[src/rtl/rmul_pkg.sv]
package rmul_pkg;
    localparam int NIB_W     = 4;
    localparam int OP_W      = 2 * NIB_W;
    localparam int SUBP_W    = 2 * NIB_W;
    localparam int PROD_W    = 2 * OP_W;
    localparam int SUB_CNT   = 4;
    localparam int CLA_GRP_W = 4;

    typedef logic [NIB_W-1:0] nib_t;

    typedef struct packed {
        nib_t x;
        nib_t y;
    } nib_pair_t;

    typedef enum logic {
        MODE_NIB  = 1'b0,
        MODE_BYTE = 1'b1
    } mode_e;
endpackage

[src/rtl/rmul_comp42.sv]
module rmul_comp42 (
    input  logic x0,
    input  logic x1,
    input  logic x2,
    input  logic x3,
    input  logic cin,
    output logic sum,
    output logic carry,
    output logic cout
);
    logic s1_d;

    // first full adder: three row bits, cout does not depend on cin
    always_comb begin
        s1_d = x0 ^ x1 ^ x2;
        cout = (x0 & x1) | (x0 & x2) | (x1 & x2);
    end

    // second full adder: folds in the fourth bit and the lateral carry
    always_comb begin
        sum   = s1_d ^ x3 ^ cin;
        carry = (s1_d & x3) | (s1_d & cin) | (x3 & cin);
    end
endmodule

[src/rtl/rmul_csa42_row.sv]
module rmul_csa42_row #(
    parameter int W = 8
) (
    input  logic [W-1:0] r0,
    input  logic [W-1:0] r1,
    input  logic [W-1:0] r2,
    input  logic [W-1:0] r3,
    output logic [W-1:0] sum_row,
    output logic [W-1:0] carry_row,
    output logic [1:0]   spill
);
    logic [W:0]   link;
    logic [W-1:0] col_c;

    assign link[0] = 1'b0;

    for (genvar k = 0; k < W; k++) begin : g_col
        rmul_comp42 u_c42 (
            .x0    (r0[k]),
            .x1    (r1[k]),
            .x2    (r2[k]),
            .x3    (r3[k]),
            .cin   (link[k]),
            .sum   (sum_row[k]),
            .carry (col_c[k]),
            .cout  (link[k+1])
        );
    end

    assign carry_row = {col_c[W-2:0], 1'b0};
    assign spill     = {link[W], col_c[W-1]};
endmodule

[src/rtl/rmul_cla.sv]
module rmul_cla #(
    parameter int W = 16
) (
    input  logic [W-1:0] a,
    input  logic [W-1:0] b,
    input  logic         cin,
    output logic [W-1:0] sum,
    output logic         cout
);
    localparam int GW = rmul_pkg::CLA_GRP_W;
    localparam int NG = W / GW;

    logic [NG:0] grp_c;
    assign grp_c[0] = cin;

    for (genvar gi = 0; gi < NG; gi++) begin : g_grp
        logic [GW-1:0] g_d, p_d;
        logic [GW:0]   c_d;

        always_comb begin
            g_d = a[gi*GW +: GW] & b[gi*GW +: GW];
            p_d = a[gi*GW +: GW] ^ b[gi*GW +: GW];
            c_d[0] = grp_c[gi];
            c_d[1] = g_d[0] | (p_d[0] & c_d[0]);
            c_d[2] = g_d[1] | (p_d[1] & g_d[0]) | (p_d[1] & p_d[0] & c_d[0]);
            c_d[3] = g_d[2] | (p_d[2] & g_d[1]) | (p_d[2] & p_d[1] & g_d[0])
                   | (p_d[2] & p_d[1] & p_d[0] & c_d[0]);
            c_d[4] = g_d[3] | (p_d[3] & g_d[2]) | (p_d[3] & p_d[2] & g_d[1])
                   | (p_d[3] & p_d[2] & p_d[1] & g_d[0])
                   | (p_d[3] & p_d[2] & p_d[1] & p_d[0] & c_d[0]);
        end

        assign sum[gi*GW +: GW] = p_d ^ c_d[GW-1:0];
        assign grp_c[gi+1]      = c_d[GW];
    end

    assign cout = grp_c[NG];
endmodule

[src/rtl/rmul_sub_mult.sv]
module rmul_sub_mult #(
    parameter int NW = rmul_pkg::NIB_W
) (
    input  logic [NW-1:0]   mul_x,
    input  logic [NW-1:0]   mul_y,
    output logic [2*NW-1:0] prod,
    output logic            spill
);
    localparam int RW = 2 * NW;

    logic [NW-1:0][RW-1:0] pp;
    logic [RW-1:0]         s_row, c_row;
    logic [1:0]            row_spill;
    logic                  add_cout;

    // AND array: one row per multiplier bit, shifted to its weight
    for (genvar i = 0; i < NW; i++) begin : g_pp
        assign pp[i] = {{NW{1'b0}}, mul_x & {NW{mul_y[i]}}} << i;
    end

    rmul_csa42_row #(.W(RW)) u_red (
        .r0        (pp[0]),
        .r1        (pp[1]),
        .r2        (pp[2]),
        .r3        (pp[3]),
        .sum_row   (s_row),
        .carry_row (c_row),
        .spill     (row_spill)
    );

    rmul_cla #(.W(RW)) u_add (
        .a    (s_row),
        .b    (c_row),
        .cin  (1'b0),
        .sum  (prod),
        .cout (add_cout)
    );

    assign spill = |{row_spill, add_cout};
endmodule

[src/rtl/rmul_top.sv]
module rmul_top
    import rmul_pkg::*;
(
    input  logic [OP_W-1:0]   op_a,
    input  logic [OP_W-1:0]   op_b,
    input  logic              wide_mode,
    output logic [PROD_W-1:0] product
);
    logic [SUB_CNT-1:0][SUBP_W-1:0] sub_prod;
    logic [SUB_CNT-1:0][PROD_W-1:0] rows;
    logic [SUB_CNT-1:0]             sub_spill;
    logic [PROD_W-1:0]              sum_row, carry_row;
    logic [1:0]                     top_spill;
    logic                           cla_cout;
    logic                           ovf_any;

    // level 1: index bit 1 picks the high nibble of A, bit 0 that of B
    for (genvar j = 0; j < SUB_CNT; j++) begin : g_sub
        localparam int SH = NIB_W * ((j % 2) + (j / 2));
        nib_pair_t opnd_d;
        logic      en_d;

        always_comb begin
            en_d     = (j == 0) || (wide_mode == MODE_BYTE);
            opnd_d.x = (j / 2 != 0) ? op_a[OP_W-1:NIB_W] : op_a[NIB_W-1:0];
            opnd_d.y = (j % 2 != 0) ? op_b[OP_W-1:NIB_W] : op_b[NIB_W-1:0];
            if (!en_d) opnd_d = '0;
        end

        rmul_sub_mult #(.NW(NIB_W)) u_sub (
            .mul_x (opnd_d.x),
            .mul_y (opnd_d.y),
            .prod  (sub_prod[j]),
            .spill (sub_spill[j])
        );

        assign rows[j] = PROD_W'(sub_prod[j]) << SH;
    end

    // level 2: weighted sub-products to one sum row and one carry row
    rmul_csa42_row #(.W(PROD_W)) u_lvl2 (
        .r0        (rows[0]),
        .r1        (rows[1]),
        .r2        (rows[2]),
        .r3        (rows[3]),
        .sum_row   (sum_row),
        .carry_row (carry_row),
        .spill     (top_spill)
    );

    // level 3: carry-propagate addition
    rmul_cla #(.W(PROD_W)) u_lvl3 (
        .a    (sum_row),
        .b    (carry_row),
        .cin  (1'b0),
        .sum  (product),
        .cout (cla_cout)
    );

    assign ovf_any = |{sub_spill, top_spill, cla_cout};
endmodule

[config.mk]
export PLATFORM = sky130hd
export DESIGN_NAME = rmul_top
export DESIGN_NICKNAME = d
export VERILOG_FILES = /design/src/rtl/rmul_pkg.sv /design/src/rtl/rmul_comp42.sv /design/src/rtl/rmul_csa42_row.sv /design/src/rtl/rmul_cla.sv /design/src/rtl/rmul_sub_mult.sv /design/src/rtl/rmul_top.sv
export SDC_FILE = /design/constraint.sdc
export NUM_CORES = 1
export LEC_CHECK = 0
export CAP_MARGIN = 15
export CORE_MARGIN = 5
export CORE_UTILIZATION = 29
export DETAILED_ROUTE_END_ITERATION = 10
export PLACE_DENSITY_LB_ADDON = 0.08
export REMOVE_ABC_BUFFERS = 1
export SLEW_MARGIN = 5
export SYNTH_ARGS = -nofsm -noshare
export SYNTH_HDL_FRONTEND = slang
export SYNTH_HIERARCHICAL = 1
export SYNTH_SLANG_ARGS = --single-unit
export TNS_END_PERCENT = 1
[constraint.sdc]
create_clock -name vclk -period 11.2
set_input_delay 1.68 -clock vclk [all_inputs]
set_output_delay 1.68 -clock vclk [all_outputs]
set_load 0.02 [all_outputs]
==> summary.md, run 1 <==
| Metric | Value |
|---|---|
| Post-DR wirelength/cell | roughly 8.3 um |
| WHS | 6080 ps |
| Share of layout cells above drive strength 1 | 4.03% |
| Setup CP Type | input port to output port |
| FILL cells | 2266 |
| Overflow after GRT | 0 |
| Initial Util | 29.2% |
| Die Wd | 152 um |
| Worst EP required | between 9000 and 10000 ps |
| FF/Latch Area | 0 sq um |
| Sum of net half-perimeters after detailed placement | between 9000 and 10000 um |
| Initial antenna violation count | 0 |
| Worst min path class | input port to output port |
| Seq cells | 0 |
| Vias/cell | 3.38 |
| Post-Route Setup TNS | 0 ps |
| First-pass GRT wire length | 18400 um |
| RePlAce Congestion | 0.733 |
| Avg Inst Size Synth | about 7.5 sq um |
| Warnings, synthesis | 6 |
| Period minus WS final | 10100 ps |
| Max Slew Vio Count | 0 |
| Rows | 52 |
| PortBufs | 33 |
| Setup Slack @ Placement | 1020 ps |
| Vias in the first global route | 4118 |
| Die area | 23100 sq um |
| Hold depth | 17 |
| Area delta synth->final | 17.5% |
| Max FO, Critical Path | 16 |
| Diodes inserted | 0 |
| Max Cap Violations | 0 |
| Core ar. | 20000 sq um |
| GR Util All Layers | 9.07% |
| Worst setup margin | 1100 ps |
| DRC viols | 0 |
| Status | completed |
| Antenna-violating nets left | 0 |
| DR pass1 iterations | 4 |
| Largest net degree at the start of global routing | 17 |
| Setup Buffers After CTS | 0 |
| CTS Hold Bufs | 0 |
| Cell Area, Placed | between 6000 and 7000 sq um |
| DRT iter0 DRCs | 50 |
| Crit path DAT | 8420 ps |
| Final instance area | 6870 sq um |
| Layout clock buffers | 0 |
| Crit end category | output port |
| Final nets | roughly 1100 |
| Period Utilization, post-route | 90.1% |
| Startpoint type of the worst setup path | input port |
| Count of final hold-check violations | 0 |
| Fmax | 99.1 MHz |
| Post_cts resized | 0 |
| Synth Instances | 784 |
| Routed wire length | between 9000 and 10000 um |
| Die height | 152 um |
| RSZ-0062 raised after global routing | false |
| Synthesized area | 5840 sq um |
| # IOs | 33 |
| Detailed-route via count | 4012 |
| Setup violations, final | 0 |
-- final cells by class --
type	instances	area (sq um)	area share, %
repair buffers	33	330	4.81
multi-input cells	483	4690	68.3
inverters	402	1510	22.0
well taps	270	338	4.92
-- worst max-delay path: stages --
cell and delay [ps]:
clkdlybuf4s50_1 720, and2_1 330, and2_1 160, inv_1 50, fa_1 390, inv_1 60, inv_1 50, fa_1 530
inv_1 40, ha_1 210, or2_2 310, fa_1 380, xor2_1 160, inv_1 70, fa_1 470, fa_1 490
inv_1 40, ha_1 350, a21o_1 200, a21oi_1 140, o22ai_1 100, a211o_4 350, fa_1 380, xor2_1 150
clkdlybuf4s50_1 620
-- metal layers --
layer,track usage (%),part of all wire [%],routed length [um]
met5,0,0,0
met4,0.0428,0,0
met3,0.284,1.5,151
met2,15.8,46,4480
met1,13.4,53,5180
-- layout by cell type (no fill, tap or decap), drive strengths merged --
| master | instances |
|---|---|
| clkdlybuf4s50 | 33 |
| nand2 | 8 |
| xnor2 | 17 |
| o31a | 3 |
| and2 | 80 |
| nand4 | 1 |
| a21o | 7 |
| a211o | 1 |
| o41a | 3 |
| ha | 48 |
| a211oi | 7 |
| o21bai | 5 |
| xor2 | 15 |
| nand3 | 8 |
| inv | 402 |
| nand2b | 1 |
| fa | 108 |
| o2111ai | 1 |
| or2 | 6 |
| nor3 | 1 |
| a21oi | 7 |
| o21a | 6 |
| o31ai | 3 |
| o211ai | 3 |
| conb | 117 |
| nor2 | 15 |
| o21ai | 6 |
| o22ai | 1 |
| a31oi | 2 |
| o32ai | 3 |
-- per-stage QoR --
stage / utilization, % / instances
detailed placement: 34.3 / 1188
floorplan: - / 885
finish: 34.3 / 1188
global placement: 34.3 / 1188
CTS: 34.3 / 1188
global route: 34.3 / 1188
-- final timing paths --
path	start	slack [ps]	to
min	op_a[0]	6080	product[0]
max	wide_mode	1100	product[13]
Power of run 1 is left out: the tool's default activity adds up to more than one toggle a clock period on the data nets, which glitch-free logic cannot reach.
==> run 2, diff against run 1 <==
--- a/config.mk
+++ b/config.mk
@@ -5,6 +5,7 @@
 export SDC_FILE = /design/constraint.sdc
 export NUM_CORES = 1
 export LEC_CHECK = 0
+export ABC_AREA = 1
 export CAP_MARGIN = 15
 export CORE_MARGIN = 5
 export CORE_UTILIZATION = 29
==> summary.md, run 2 <==
| Metric | Value |
|---|---|
| Status | completed |
| WHS | 5940 ps |
| Area delta synth->final | 16.5% |
| Initial antenna violation count | 0 |
| DRC viols | 0 |
| Sum of net half-perimeters after detailed placement | 9440 um |
| Startpoint type of the worst setup path | input port |
| Period minus WS final | 9960 ps |
| Post-Route Setup TNS | 0 ps |
| Core ar. | 20800 sq um |
| Setup violations, final | 0 |
| Crit path DAT | roughly 8300 ps |
| Hold depth | 16 |
| RePlAce Congestion | 0.737 |
| Synth Instances | 935 |
| Final instance area | 7090 sq um |
| Detailed-route via count | 4409 |
| Max FO, Critical Path | 16 |
| Max Slew Vio Count | 0 |
| Setup CP Type | input port to output port |
| FF/Latch Area | 0 sq um |
| Setup Buffers After CTS | 0 |
| RSZ-0062 raised after global routing | false |
| Avg Inst Size Synth | 6.51 sq um |
| PortBufs | 33 |
| Synthesized area | 6090 sq um |
| Worst min path class | input port to output port |
| Vias in the first global route | around 4200 |
| Overflow after GRT | 0 |
| Diodes inserted | 0 |
| Commonest non-fill, non-tap cells in the layout | inv_1, nand2_1, conb_1 |
| Most common cell after layout, fill and taps aside | inv_1 |
| Layout clock buffers | 0 |
| Antenna-violating nets left | 0 |
| Initial Util | 29.3% |
| Largest net degree at the start of global routing | 17 |
| Worst EP required | 9520 ps |
| Setup Slack @ Placement | roughly 1200 ps |
| First-pass GRT wire length | 18400 um |
| Seq cells | 0 |
| Die Wd | 155 um |
| Post_cts resized | 0 |
| DR pass1 iterations | 4 |
| CTS Hold Bufs | 0 |
| Cell Area, Placed | between 7000 and 8000 sq um |
| Crit end category | output port |
| Post-DR wirelength/cell | 7.14 um |
| Count of final hold-check violations | 0 |
| Warnings, synthesis | 6 |
| Final nets | roughly 1200 |
| Share of layout cells above drive strength 1 | 4.22% |
| Relative slew slack | 60.5% |
| Hold_sp | op_a[6] |
| Period Utilization, post-route | between 80% and 90% |
| DRT iter0 DRCs | 80 |
| Die height | 155 um |
| Rows | 53 |
| Fmax | 100 MHz |
| Die area | roughly 24000 sq um |
| WHS Endpoint | product[13] |
| Max Cap Violations | 0 |
| GR Util All Layers | 8.83% |
| Routed wire length | 9590 um |
| Worst setup margin | between 1000 and 1500 ps |
| Worst slew pin tran | ~600 ps |
| Vias/cell | 3.29 |
| # IOs | 33 |
-- run 2: worst max-delay path by stage --
stage | slack, ps | startpoint | to | cells after the start
2_1_floorplan | 2820 | op_b[4] | product[13] | 26
3_3_place_gp | 1220 | wide_mode | product[13] | 28
3_5_place_dp | 1160 | wide_mode | product[13] | 28
4_1_cts | 1170 | wide_mode | product[13] | 28
5_1_grt | 660 | wide_mode | product[13] | 28
6_report | 1240 | wide_mode | product[13] | 28
-- run 2: cell type report --
class / count / area, sq um
Fill cell: 2382 / 13700
Inverter: 511 / 1920
Multi-Input combinational cell: 523 / 4500
Tap cell: 275 / 344
Timing Repair Buffer: 33 / 330
-- run 2: critical path: stages --
cell             delay (ps)
clkdlybuf4s50_1         840
nand2_1                 110
inv_1                   260
nand2_1                  90
inv_1                    50
inv_1                    50
fa_1                    380
inv_1                    60
inv_1                    50
fa_1                    530
inv_1                    40
ha_1                    180
a21oi_1                 210
nand2_4                 100
fa_1                    380
xor2_1                  160
inv_1                    70
fa_1                    460
fa_1                    480
inv_1                    40
ha_1                    360
a21oi_2                 180
o21bai_1                100
a21oi_2                 180
nand2_4                  90
fa_1                    380
xor2_1                  150
clkdlybuf4s50_1         610
-- run 2: layer usage --
layer / wire length [um] / vias to the layer above / track usage, %
met1: 5140 / 1873 / 13.4
met3: 150 / 0 / 0.223
met5: 0 / - / 0
li1: - / 2513 / -
met2: 4300 / 23 / 15.1
met4: 0 / 0 / 0
-- run 2: metrics by stage --
stage          std cells  utilization (%)
2_1_floorplan       1034                -
4_1_cts             1342             34.1
3_5_place_dp        1342             34.1
5_1_grt             1342             34.1
6_report            1342             34.1
3_3_place_gp        1342             34.1
Power of run 2 is left out for the same reason.
==> run 3, diff against run 2 <==
--- a/config.mk
+++ b/config.mk
@@ -10,6 +10,7 @@
 export CORE_MARGIN = 5
 export CORE_UTILIZATION = 29
 export DETAILED_ROUTE_END_ITERATION = 10
+export GPL_TIMING_DRIVEN = 0
 export PLACE_DENSITY_LB_ADDON = 0.08
 export REMOVE_ABC_BUFFERS = 1
 export SLEW_MARGIN = 5
==> summary.md, run 3 (synthesis gave the netlist of run 2 again) <==
| Metric | Value |
|---|---|
| Status | completed |
| Max Cap Violations | 0 |
| DRT iter0 DRCs | a little over 80 |
| WHS | 5940 ps |
| Fmax | 97.7 MHz |
| Relative slew slack | 55.7% |
| Area delta synth->final | 16.5% |
| Worst slew pin tran | 662 ps |
| Final instance area | 7090 sq um |
| GR Util All Layers | 8.65% |
| Vias in the first global route | 4397 |
| Core ar. | 20800 sq um |
| Period Utilization, post-route | 91.4% |
| Antenna-violating nets left | 0 |
| Setup Buffers After CTS | 0 |
| Crit end category | output port |
| RSZ-0062 raised after global routing | false |
| Post-Route Setup TNS | 0 ps |
| CTS Hold Bufs | 0 |
| Post-DR wirelength/cell | 6.96 um |
| Die height | 155 um |
| Rows | 53 |
| Share of layout cells above drive strength 1 | 4.22% |
| PortBufs | 33 |
| Overflow after GRT | 0 |
| Final nets | 1242 |
| Initial antenna violation count | 0 |
| Seq cells | 0 |
| Commonest non-fill, non-tap cells in the layout | inv_1, nand2_1, conb_1 |
| Count of final hold-check violations | 0 |
| First-pass GRT wire length | 18500 um |
| Max Slew Vio Count | 0 |
| Post-Place Cells | between 1000 and 1500 |
| Vias/cell | 3.31 |
| Period minus WS final | 10230 ps |
| Detailed-route via count | 4437 |
| Crit path DAT | 8550 ps |
| DR pass1 iterations | 4 |
| Initial Util | a little under 30% |
| Post_cts resized | 0 |
| Setup CP Type | input port to output port |
| Worst min path class | input port to output port |
| Startpoint type of the worst setup path | input port |
| RePlAce Congestion | 0.697 |
| FILL cells | 2401 |
| Diodes inserted | 0 |
| Routed wire length | between 9000 and 10000 um |
| Non-Filler Instances | 1342 |
| Die Wd | ~150 um |
| FF/Latch Area | 0 sq um |
| Most common cell after layout, fill and taps aside | inv_1 |
| # IOs | 33 |
| Sum of net half-perimeters after detailed placement | 9140 um |
| Die area | 24000 sq um |
| Cell Area, Placed | a little over 7000 sq um |
| Max FO, Critical Path | 16 |
| Worst EP required | 9520 ps |
| Largest net degree at the start of global routing | 17 |
| Layout clock buffers | 0 |
| DRC viols | 0 |
| Setup violations, final | 0 |
==> run 3: cell counts in the layout (fill, tap and decap cells not counted) <==
Identical to the previous run, type by type.
==> run 3: metal layers <==
metal,track usage (%),part of all wire [%],vias to the layer above
li1,-,-,2514
met1,12.5,52,1894
met2,15.4,45,29
met3,0.223,2.2,0
met4,0,0,0
met5,0,0,-
==> run 3: cell type report <==
| class | count | area, sq um | share of cell area [%] |
|---|---|---|---|
| inverter | 511 | 1920 | 27.0 |
| multi-input combinational | 523 | 4500 | 63.5 |
| tap | 275 | 344 | 4.85 |
| timing repair buffer | 33 | 330 | 4.66 |
==> run 3: critical path: stages <==
cell and delay, ps:
clkdlybuf4s50_1 890, nand2_1 130, inv_1 270, nand2_1 80, inv_1 60, inv_1 40, fa_1 370, inv_1 60
inv_1 50, fa_1 520, inv_1 40, ha_1 180, a21oi_1 210, nand2_4 110, fa_1 380, xor2_1 290
inv_1 100, fa_1 460, fa_1 490, inv_1 40, ha_1 360, a21oi_2 190, o21bai_1 110, a21oi_2 180
nand2_4 90, fa_1 380, xor2_1 160, clkdlybuf4s50_1 620
==> run 3: worst paths after layout <==
kind	start	endpoint	slack (ps)	depth (start not counted)
setup / recovery	wide_mode	product[13]	970	28
hold / removal	op_b[7]	product[13]	5940	16
==> run 3: per-stage QoR <==
stage	util, %	worst slack, ps
2_1_floorplan	-	2820
3_3_place_gp	34.1	842
3_5_place_dp	34.1	832
4_1_cts	34.1	819
5_1_grt	34.1	399
6_report	34.1	967
Power of run 3 is left out for the same reason.
